===== config.mk =====
export PLATFORM = sky130hd
export DESIGN_NAME = sync_burst_sram
export DESIGN_NICKNAME = d
export VERILOG_FILES = /design/src/rtl/sram_pkg.sv /design/src/rtl/burst_addr_gen.sv /design/src/rtl/sram_ctrl.sv /design/src/rtl/sram_lane_array.sv /design/src/rtl/sram_read_path.sv /design/src/rtl/sync_burst_sram.sv
export SDC_FILE = /design/constraint.sdc
export NUM_CORES = 2
export LEC_CHECK = 0
export BUFFER_PORTS_ARGS = -buffer_cell sky130_fd_sc_hd__buf_4
export CORE_ASPECT_RATIO = 1.1
export CORE_MARGIN = 2
export CORE_UTILIZATION = 45
export CTS_CLUSTER_SIZE = 8
export DETAILED_ROUTE_END_ITERATION = 12
export PLACE_DENSITY = 0.62
export REMOVE_ABC_BUFFERS = 1
export SYNTH_ARGS = -nofsm -noshare
export SYNTH_HDL_FRONTEND = slang
export SYNTH_SLANG_ARGS = --single-unit
export TNS_END_PERCENT = 30

===== constraint.sdc =====
create_clock -name clk -period 6.5 [get_ports clk]
set_input_delay 0.65 -clock clk [delete_from_list [all_inputs] [get_ports clk]]
set_output_delay 0.65 -clock clk [all_outputs]
set_load 0.02 [all_outputs]

===== src/rtl/sram_pkg.sv =====
`timescale 1ns/1ps
package sram_pkg;
   // number of address bits driven by the burst counter
   localparam int unsigned BURST_W = 2;

   typedef enum logic {
      ORD_INTERLEAVE = 1'b0,
      ORD_LINEAR     = 1'b1
   } burst_order_e;
endpackage


===== src/rtl/burst_addr_gen.sv =====
`timescale 1ns/1ps
module burst_addr_gen #(
   parameter int unsigned AW = 6,
   parameter int unsigned CW = sram_pkg::BURST_W
) (
   input  logic          clk,
   input  logic          rst_n,
   input  logic          upd,
   input  logic          load,
   input  logic          step,
   input  logic          order_linear,
   input  logic [AW-1:0] addr_in,
   output logic [AW-1:0] cur_addr
);
   logic [AW-1:0] base_q, base_sel;
   logic [CW-1:0] cnt_q, cnt_nx, offs;

   generate
      if (CW >= AW) begin : g_bad_cw
         $error("burst counter must be narrower than the address");
      end
   endgenerate

   always_comb begin
      base_sel = load ? addr_in : base_q;
      cnt_nx   = load ? '0 : cnt_q + CW'(step);
      if (order_linear == sram_pkg::ORD_LINEAR)
         offs = base_sel[CW-1:0] + cnt_nx;
      else
         offs = base_sel[CW-1:0] ^ cnt_nx;
      cur_addr = {base_sel[AW-1:CW], offs};
   end

   always_ff @(posedge clk or negedge rst_n) begin
      if (!rst_n) begin
         base_q <= '0;
         cnt_q  <= '0;
      end else if (upd) begin
         base_q <= base_sel;
         cnt_q  <= cnt_nx;
      end
   end
endmodule


===== src/rtl/sram_ctrl.sv =====
`timescale 1ns/1ps
module sram_ctrl #(
   parameter int unsigned LANES = 4
) (
   input  logic             clk,
   input  logic             rst_n,
   input  logic             sleep,
   input  logic             sel_n,
   input  logic             sel,
   input  logic             start_rd_n,
   input  logic             start_n,
   input  logic             adv_n,
   input  logic             wr_all_n,
   input  logic             wr_byte_n,
   input  logic [LANES-1:0] lane_sel_n,
   output logic             load,
   output logic             step,
   output logic             upd,
   output logic             rd,
   output logic [LANES-1:0] lane_we
);
   logic active_q, active_nx;
   logic selected, strobe, cont, wr_ok;

   always_comb begin
      selected = ~sel_n & sel;
      strobe   = ~start_rd_n | ~start_n;
      load     = ~sleep & strobe & selected;
      cont     = ~sleep & ~strobe & active_q;
      upd      = load | cont;
      step     = cont & ~adv_n;
      // the read-only strobe never writes
      wr_ok    = upd & start_rd_n;
      if (sleep)       active_nx = 1'b0;
      else if (strobe) active_nx = selected;
      else             active_nx = active_q;
   end

   generate
      for (genvar g = 0; g < LANES; g++) begin : g_we
         assign lane_we[g] = wr_ok & (~wr_all_n | (~wr_byte_n & ~lane_sel_n[g]));
      end
   endgenerate

   assign rd = upd & ~(|lane_we);

   always_ff @(posedge clk or negedge rst_n) begin
      if (!rst_n) active_q <= 1'b0;
      else        active_q <= active_nx;
   end
endmodule


===== src/rtl/sram_lane_array.sv =====
`timescale 1ns/1ps
module sram_lane_array #(
   parameter int unsigned AW    = 6,
   parameter int unsigned LANES = 4,
   parameter int unsigned LW    = 9
) (
   input  logic                clk,
   input  logic [LANES-1:0]    lane_we,
   input  logic [AW-1:0]       waddr,
   input  logic [LANES*LW-1:0] wdata,
   input  logic [AW-1:0]       raddr,
   output logic [LANES*LW-1:0] rdata
);
   localparam int unsigned DEPTH = 1 << AW;

   generate
      for (genvar g = 0; g < LANES; g++) begin : g_lane
         logic [LW-1:0] mem [DEPTH];
         always_ff @(posedge clk) begin
            if (lane_we[g]) mem[waddr] <= wdata[g*LW +: LW];
         end
         assign rdata[g*LW +: LW] = mem[raddr];
      end
   endgenerate
endmodule


===== src/rtl/sram_read_path.sv =====
`timescale 1ns/1ps
module sram_read_path #(
   parameter int unsigned AW = 6,
   parameter int unsigned DW = 36
) (
   input  logic          clk,
   input  logic          rst_n,
   input  logic          sleep,
   input  logic          rd,
   input  logic [AW-1:0] raddr_in,
   input  logic          pipe_en,
   input  logic          oe_n,
   input  logic [DW-1:0] rdata,
   output logic [AW-1:0] raddr_q,
   output logic [DW-1:0] dout,
   output logic          dout_en
);
   logic          rv_q, pv_q, valid_sel;
   logic [DW-1:0] pdata_q, data_sel;

   always_ff @(posedge clk or negedge rst_n) begin
      if (!rst_n) begin
         rv_q    <= 1'b0;
         pv_q    <= 1'b0;
         raddr_q <= '0;
         pdata_q <= '0;
      end else if (sleep) begin
         rv_q <= 1'b0;
         pv_q <= 1'b0;
      end else begin
         rv_q <= rd;
         pv_q <= rv_q;
         if (rd)   raddr_q <= raddr_in;
         if (rv_q) pdata_q <= rdata;
      end
   end

   always_comb begin
      valid_sel = pipe_en ? pv_q : rv_q;
      data_sel  = pipe_en ? pdata_q : rdata;
      dout_en   = valid_sel & ~oe_n & ~sleep;
      dout      = dout_en ? data_sel : '0;
   end
endmodule


===== src/rtl/sync_burst_sram.sv =====
`timescale 1ns/1ps
module sync_burst_sram #(
   parameter int unsigned ADDR_W = 6,
   parameter int unsigned LANES  = 4,
   parameter int unsigned LANE_W = 9
) (
   input  logic                     clk,
   input  logic                     rst_n,
   input  logic                     sel_n,
   input  logic                     sel,
   input  logic [ADDR_W-1:0]        addr,
   input  logic                     start_rd_n,
   input  logic                     start_n,
   input  logic                     adv_n,
   input  logic                     wr_all_n,
   input  logic                     wr_byte_n,
   input  logic [LANES-1:0]         lane_sel_n,
   input  logic                     oe_n,
   input  logic                     sleep,
   input  logic                     pipe_en,
   input  logic                     order_linear,
   input  logic [LANES*LANE_W-1:0]  din,
   output logic [LANES*LANE_W-1:0]  dout,
   output logic                     dout_en
);
   localparam int unsigned DW = LANES * LANE_W;

   generate
      if (LANES < 1 || LANE_W < 1) begin : g_bad_word
         $error("lane count and lane width must be positive");
      end
      if (ADDR_W <= sram_pkg::BURST_W) begin : g_bad_addr
         $error("address must be wider than the burst counter");
      end
   endgenerate

   logic              load, step, upd, rd;
   logic [LANES-1:0]  lane_we;
   logic [ADDR_W-1:0] cur_addr, raddr_q;
   logic [DW-1:0]     rdata;

   sram_ctrl #(.LANES(LANES)) u_ctrl (
      .clk, .rst_n, .sleep, .sel_n, .sel, .start_rd_n, .start_n, .adv_n,
      .wr_all_n, .wr_byte_n, .lane_sel_n,
      .load, .step, .upd, .rd, .lane_we
   );

   burst_addr_gen #(.AW(ADDR_W), .CW(sram_pkg::BURST_W)) u_addr (
      .clk, .rst_n, .upd, .load, .step, .order_linear,
      .addr_in(addr), .cur_addr
   );

   sram_lane_array #(.AW(ADDR_W), .LANES(LANES), .LW(LANE_W)) u_array (
      .clk, .lane_we, .waddr(cur_addr), .wdata(din),
      .raddr(raddr_q), .rdata
   );

   sram_read_path #(.AW(ADDR_W), .DW(DW)) u_rpath (
      .clk, .rst_n, .sleep, .rd, .raddr_in(cur_addr), .pipe_en, .oe_n,
      .rdata, .raddr_q, .dout, .dout_en
   );
endmodule


After elaboration in Yosys (flattened, before gate mapping)

Memories as Yosys holds them, arrays and structs flattened.
Cells that the tools add are included.

Word-level logic and storage cells: 74
Latch bits: 0
Output and inout port bits: 37
ROM bits: 0
Memories kept: 4
RAM bits: 2,304
Input bits: 59
Register bits: 53

Memories:

| memory                | depth | width | read ports | clocked after Yosys merged registers in | wr ports | line                  | source |
|---|---|---|---|---|---|---|---|
| u_array.g_lane[0].mem | 64    | 9     | 1          | 0                                       | 1        | sram_lane_array.sv:18 | `logic [LW-1:0] mem [DEPTH];` |
| u_array.g_lane[1].mem | 64    | 9     | 1          | 0                                       | 1        | sram_lane_array.sv:18 |  |
| u_array.g_lane[2].mem | 64    | 9     | 1          | 0                                       | 1        | sram_lane_array.sv:18 |  |
| u_array.g_lane[3].mem | 64    | 9     | 1          | 0                                       | 1        | sram_lane_array.sv:18 |  |

Div/mod/pow operators: 0
Muxes and demuxes: 18
Add/sub/neg operators: 2
Equal/unequal tests: 0
$lt $le $gt $ge: 0
Multiply operators: 0
Shifts and indexed selects: 0
Bitwise operators: 39
Reductions and logical operators: 4

Operators by type and width:

| cell              | number |
|---|---|
| $mux 36           | 2 |
| $and 1x1->1       | 18 |
| $not 1->1         | 14 |
| $mux 1            | 13 |
| $mux 6            | 1 |
| $or 1x1->1        | 6 |
| $mux 2            | 2 |
| $reduce_and 2->1  | 2 |
| $reduce_or 4->1   | 1 |
| $add 2x1->2       | 1 |
| $add 2x2->2       | 1 |
| $reduce_bool 2->1 | 1 |
| $xor 2x2->2       | 1 |

Logic depth before layout (Yosys ltp)

Depth in word-level cells: 12
Mapped depth: 12
Depth with buffers taken out: 10

Modules after synthesis

From an unflattened synthesis, not the netlist that was laid out.

Cells, all modules: 4,270
Area total of the unflattened synthesis: 92,324.8 sq um

By module, submodules not included:

| module          | instances | sequential area each (sq um) | cells each | area an instance (sq um) |
|---|---|---|---|---|
| sram_lane_array | 1         | 69,186.4                     | 4,027      | 89,213.1 |
| sram_read_path  | 1         | 1,101.1                      | 180        | 2,437.3 |
| burst_addr_gen  | 1         | 200.2                        | 40         | 513.0 |
| sram_ctrl       | 1         | 25.0                         | 23         | 161.4 |

Least setup slack after synthesis

No wires, ideal clock.

Kind: in2reg
Start point: input port sleep
End point: memory u_array.g_lane[0].mem[17][0], enable pin
Required time: 6.126 ns
Setup time: 0.374 ns
Data arrival time: 3.109 ns
Buffers on the path: 2
Stages: 12
Setup slack: 3.016 ns
Cell sequence: nand2b_1 or2_2 clkbuf_1 nor2_1 ha_1 and2_1 ha_1 nand2_1 xnor2_1 nand3_1 buf_2 nor2_1

Cells in the longest elaborated chain, start to end: 8
Elaborated cells between the ends (all ways): 17
Those cells by class: add/sub (2); mux (5); bitwise (10)

RTL lines:

| item                                       | line                                       | source |
|---|---|---|
| start: declaration                         | sync_burst_sram.sv:19                      | `input logic sleep,` |
| $not 1->1 (no line) *                      | n/a                                        |  |
| $and 1x1->1 (2 in a row)                   | sram_ctrl.sv:29                            | `cont = ~sleep & ~strobe & active_q;` |
| $and 1x1->1                                | sram_ctrl.sv:31                            | `step = cont & ~adv_n;` |
| $add 2x1->2                                | burst_addr_gen.sv:26                       | `cnt_nx = load ? '0 : cnt_q + CW'(step);` |
| $mux 2 *                                   | burst_addr_gen.sv:26                       |  |
| named net u_addr.cnt_nx[0]                 | burst_addr_gen.sv:16                       | `logic [CW-1:0] cnt_q, cnt_nx, offs;` |
| $add 2x2->2 or $xor 2x2->2 (tied branches) | burst_addr_gen.sv:28, burst_addr_gen.sv:30 |  |
| $mux 2 *                                   | burst_addr_gen.sv:27                       | `if (order_linear == sram_pkg::ORD_LINEAR)` |
| end: declaration                           | sram_lane_array.sv:18                      |  |

Mark *: on every way through the listed nets, which the timed path passes. The rest lies on a longest branch.

Worst setup path in the final report

Start point: register u_rpath.raddr_q[0]
End point: output port dout[11]

Cells in the longest elaborated chain, start to end: 3

RTL lines:

| item                     | line                  | source |
|---|---|---|
| start: declaration       | sram_read_path.sv:14  | `output logic [AW-1:0] raddr_q,` |
| start signal: assignment | sram_read_path.sv:33  | `if (rd) raddr_q <= raddr_in;` |
| $mem_v2 64x9             | n/a                   |  |
| $mux 36                  | sram_read_path.sv:40  | `data_sel = pipe_en ? pdata_q : rdata;` |
| $mux 36                  | sram_read_path.sv:42  | `dout = dout_en ? data_sel : '0;` |
| end: declaration         | sync_burst_sram.sv:23 | `output logic [LANES*LANE_W-1:0] dout,` |

Every way passes these cells.

==> flow_summary.yaml <==
worst_setup_path:
  critical-path-top-delay-family: "buffers and inverters"
  r2r_slack_ns: 2.34
  required_ns: 5.85
  crit_cells: 9
  worstSetupStartpointType: "flip-flop"
  r2r_cells: 11
  critPathSlowestCell: "buf_4"
  critPathKind: "reg2out"
  r2r-start: "u_ctrl.active_q$_DFFE_PN0P_"
  critical_path_arrival_ns: 5.02
  cp_num_buf_inv: 3
  cp_max_fo: 57
  crit_top_cell: "buf_4"
  end_kind: "output pin"
  cp_slowest_stage_delay_ns: 0.78
  cp_cell_sequence: "nor2_4 -> buf_4 -> buf_4 -> a22oi_1 -> nand3_1 -> nand3_1 -> o22ai_1 -> o21ai_0 -> buf_4"
  regToRegEndpoint: "u_array.g_lane[0].mem[47][1]$_DFFE_PP_"
timing:
  hold_ws_ns: 0.06781
  slew_violations: 0
  worst_pin_slew_ns: 1.339
  maxSlewHeadroom: 0.1053
  skew_ns: 0.06268
  period_share: 0.8726
  rsz0062_at_grt: "no"
  finalCriticalPeriod_ns: 5.672
  setup_viol_count_final: 0
  hold_viol_final: 0
  clock.fmax_ghz: 0.1763
clock_tree:
  clk_latency_ns: 0.94
  h-tree-depth: 5
  clkTransAtPathRegs_ns: 0.05
  cts-root-buf: "clkbuf_16"
  max-clock-path-buffers: 4
  cts_tree: "built"
  cts_sinks: 2357
  cts_made_buffers: 344
  cts_resized: 0
drt:
  wirelength_um: 262300
  drt_iter0_markers: 6192
  drc: 0
  drtAntennaViolNets: 0
  dr.pass1.iters: 6
  vias: 50770
  viasPerCell: 6.058
  wire_per_inst_um: 31.29
place:
  place.gp.congestion: 0.8376
  place_area_sq_mm: 0.09620
  dp_cells: 7879
  io_buffers: 95
  hpwl_um: 155900
floorplan:
  core_sq_mm: 0.2044
  start_util: 0.4532
  die-area_sq_mm: 0.2095
  std_cell_rows: 174
  die_h_um: 479.9
  io_pins: 96
  die_x_um: 436.6
layout:
  utilization: 0.5168
  final_layout_size_suffix_gt1_frac: 0.1321
  fin_nets: 5561
  instances_no_fill: 8381
  stdcell_area_sq_mm: 0.1057
  area_delta_synth_final_pct: 14.03
logic_synthesis:
  syn_area_per_cell_sq_um: 17.52
  synth_cell_types: 65
  synthFlopType: "edfxtp_1"
  yosys_warnings: 0
  ys_ff_latch: 2357
  synth_area_sq_mm: 0.09265
  async_reset_ff_frac: 0.02249
  ys_seq_area_frac: 0.7610
  synthCells: 5288
  synth_edf_count: 2304
grt:
  grt_pass1_wl_um: 369900
  grt_pass1_vias: 50240
  grt_overflow_total: 0
  grt_max_degree: 94
  grtUsageTotal: 0.2462
  antenna_found_initial: 5
pwr:
  p_per_area_mw_per_mm2: 397.2
  p_total_mw: 41.97
  irDropWorstVdd_mv: 0.4162
  p_leak_nw: 34.85
min_path:
  hold_class: "in2reg"
  worstHoldStart: "sleep"
  holdPathStages: 3
  hold_end: "u_addr.cnt_q[0]$_DFFE_PN0N_"
job:
  cap_violations: 0
outcome:
  status: "complete, no violations"
==> routing by layer <==
metal,vias to the layer above,track usage,wire length (um)
met5,-,0,13
met4,2,0.09271,9466
met3,416,0.04579,21610
met2,2628,0.3942,125100
met1,26340,0.3365,106100
li1,21390,-,-
==> timing repair <==
item                      CTS  global route
hold endpoints to repair   17             0
hold buffers                3             0
setup buffers               0             0
==> worst reg2reg max path, delay by kind of cell (launching register included) <==
| kind | cells | cell delay, ns |
|---|---|---|
| AND/OR/NAND/NOR | 7 | 2.18 |
| buffers and inverters | 1 | 0.52 |
| adder cells (fa/ha/maj) | 2 | 0.44 |
| flip-flops | 1 | 0.32 |
| XOR/XNOR | 1 | 0.28 |
==> cell type report <==
type | count | area [sq um]
Fill cell | 16260 | 98780
Sequential cell | 2357 | 70530
Antenna cell | 6 | 15.01
Timing Repair Buffer | 185 | 1597
Multi-Input combinational cell | 2603 | 20660
Clock buffer | 489 | 9365
Inverter | 9 | 33.78
Clock inverter | 4 | 38.79
Tap cell | 2728 | 3413
==> sequential cells by signal, summed over array words and instances (netlist names) <==
signal / count
u_array.g_lane.mem: 2304
u_rpath.pdata_q: 36
u_addr.base_q: 6
u_rpath.raddr_q: 6
u_addr.cnt_q: 2
u_ctrl.active_q: 1
u_rpath.pv_q: 1
u_rpath.rv_q: 1
==> worst max path at each step <==
stage	from	end	slack [ns]
2_1_floorplan	u_rpath.raddr_q[2]$_DFFE_PN0P_	dout[22]	-27.29
3_3_place_gp	sleep	u_array.g_lane[2].mem[47][1]$_DFFE_PP_	1.74
3_5_place_dp	u_rpath.raddr_q[0]$_DFFE_PN0P_	dout[28]	1.78
4_1_cts	u_rpath.raddr_q[0]$_DFFE_PN0P_	dout[28]	0.77
5_1_grt	u_rpath.raddr_q[0]$_DFFE_PN0P_	dout[11]	0.69
6_report	u_rpath.raddr_q[0]$_DFFE_PN0P_	dout[11]	0.83
==> report_power, final <==
group          total (mW)  internal [mW]  switching, mW  leakage (nW)
sequential           17.2           16.9          0.310          21.4
combinational        8.99           3.05           5.94          8.95
clock                15.8           9.78           6.04          4.54
==> cell usage after synthesis (14+ instances only) <==
cell type	instances	area [sq um]
dfrtp_1	53	1326
nor3_1	33	165.2
buf_6	14	157.7
o31ai_1	18	135.1
o21ai_0	111	555.5
nand2_1	208	780.8
nand2b_1	15	93.84
a211oi_1	17	127.6
buf_1	17	63.81
nand3_1	164	820.8
nor2_1	376	1411
buf_2	162	810.8
mux2i_1	904	9049
nand4_1	48	300.3
a22oi_1	166	1246
a21oi_1	76	380.4
buf_4	28	210.2
nor2b_1	16	100.1
nor4_1	28	175.2
mux4_2	130	2928
clkbuf_1	95	356.6
o22ai_1	167	1045
edfxtp_1	2304	69190
==> cells by family after synthesis <==
kind of cell	Yosys count	synth area share
XOR/XNOR	5	0.0006752
flip-flops	2357	0.7610
AND/OR/NAND/NOR	934	0.04570
buffers and inverters	328	0.01811
adder cells (fa/ha/maj)	2	0.0002700
AO/OA/AOI/OAI	615	0.04292
multiplexers	1047	0.1313
==> layout by cell type (no fill, tap or decap), types with 6 or more instances in the layout <==
cell / Yosys / final
o21ai_1: 10 / 10
a211oi_1: 17 / 16
nor4_1: 28 / 28
nand4_1: 48 / 48
nor2b_1: 16 / 12
o221ai_1: 8 / 8
mux4_2: 130 / 130
diode_2: 0 / 6
clkbuf_1: 95 / 135
buf_12: 0 / 16
edfxtp_1: 2304 / 2304
nor3_1: 33 / 33
a21oi_1: 76 / 76
nand2b_1: 15 / 12
buf_4: 28 / 166
and2_1: 10 / 8
nand2_1: 208 / 205
o21ai_0: 111 / 110
a22o_1: 8 / 8
o22ai_1: 167 / 167
mux2_2: 6 / 6
inv_1: 8 / 7
nand3_1: 164 / 162
nor2_1: 376 / 374
mux2i_1: 904 / 904
a31o_2: 6 / 6
nand2_2: 6 / 9
clkbuf_16: 0 / 354
nand3b_1: 7 / 7
a31oi_1: 8 / 8
dfrtp_1: 53 / 48
a22oi_1: 166 / 166
o31ai_1: 18 / 16
==> through the flow <==
| stage | setup TNS, ns | setup slack, ns |
|---|---|---|
| floorplan | -1824.98 | -27.29 |
| global placement | 0 | 1.738 |
| detailed placement | 0 | 1.778 |
| CTS | 0 | 0.7706 |
| global route | 0 | 0.6935 |
| finish | 0 | 0.8281 |
No activity file was read; power rests on OpenSTA's default activity.
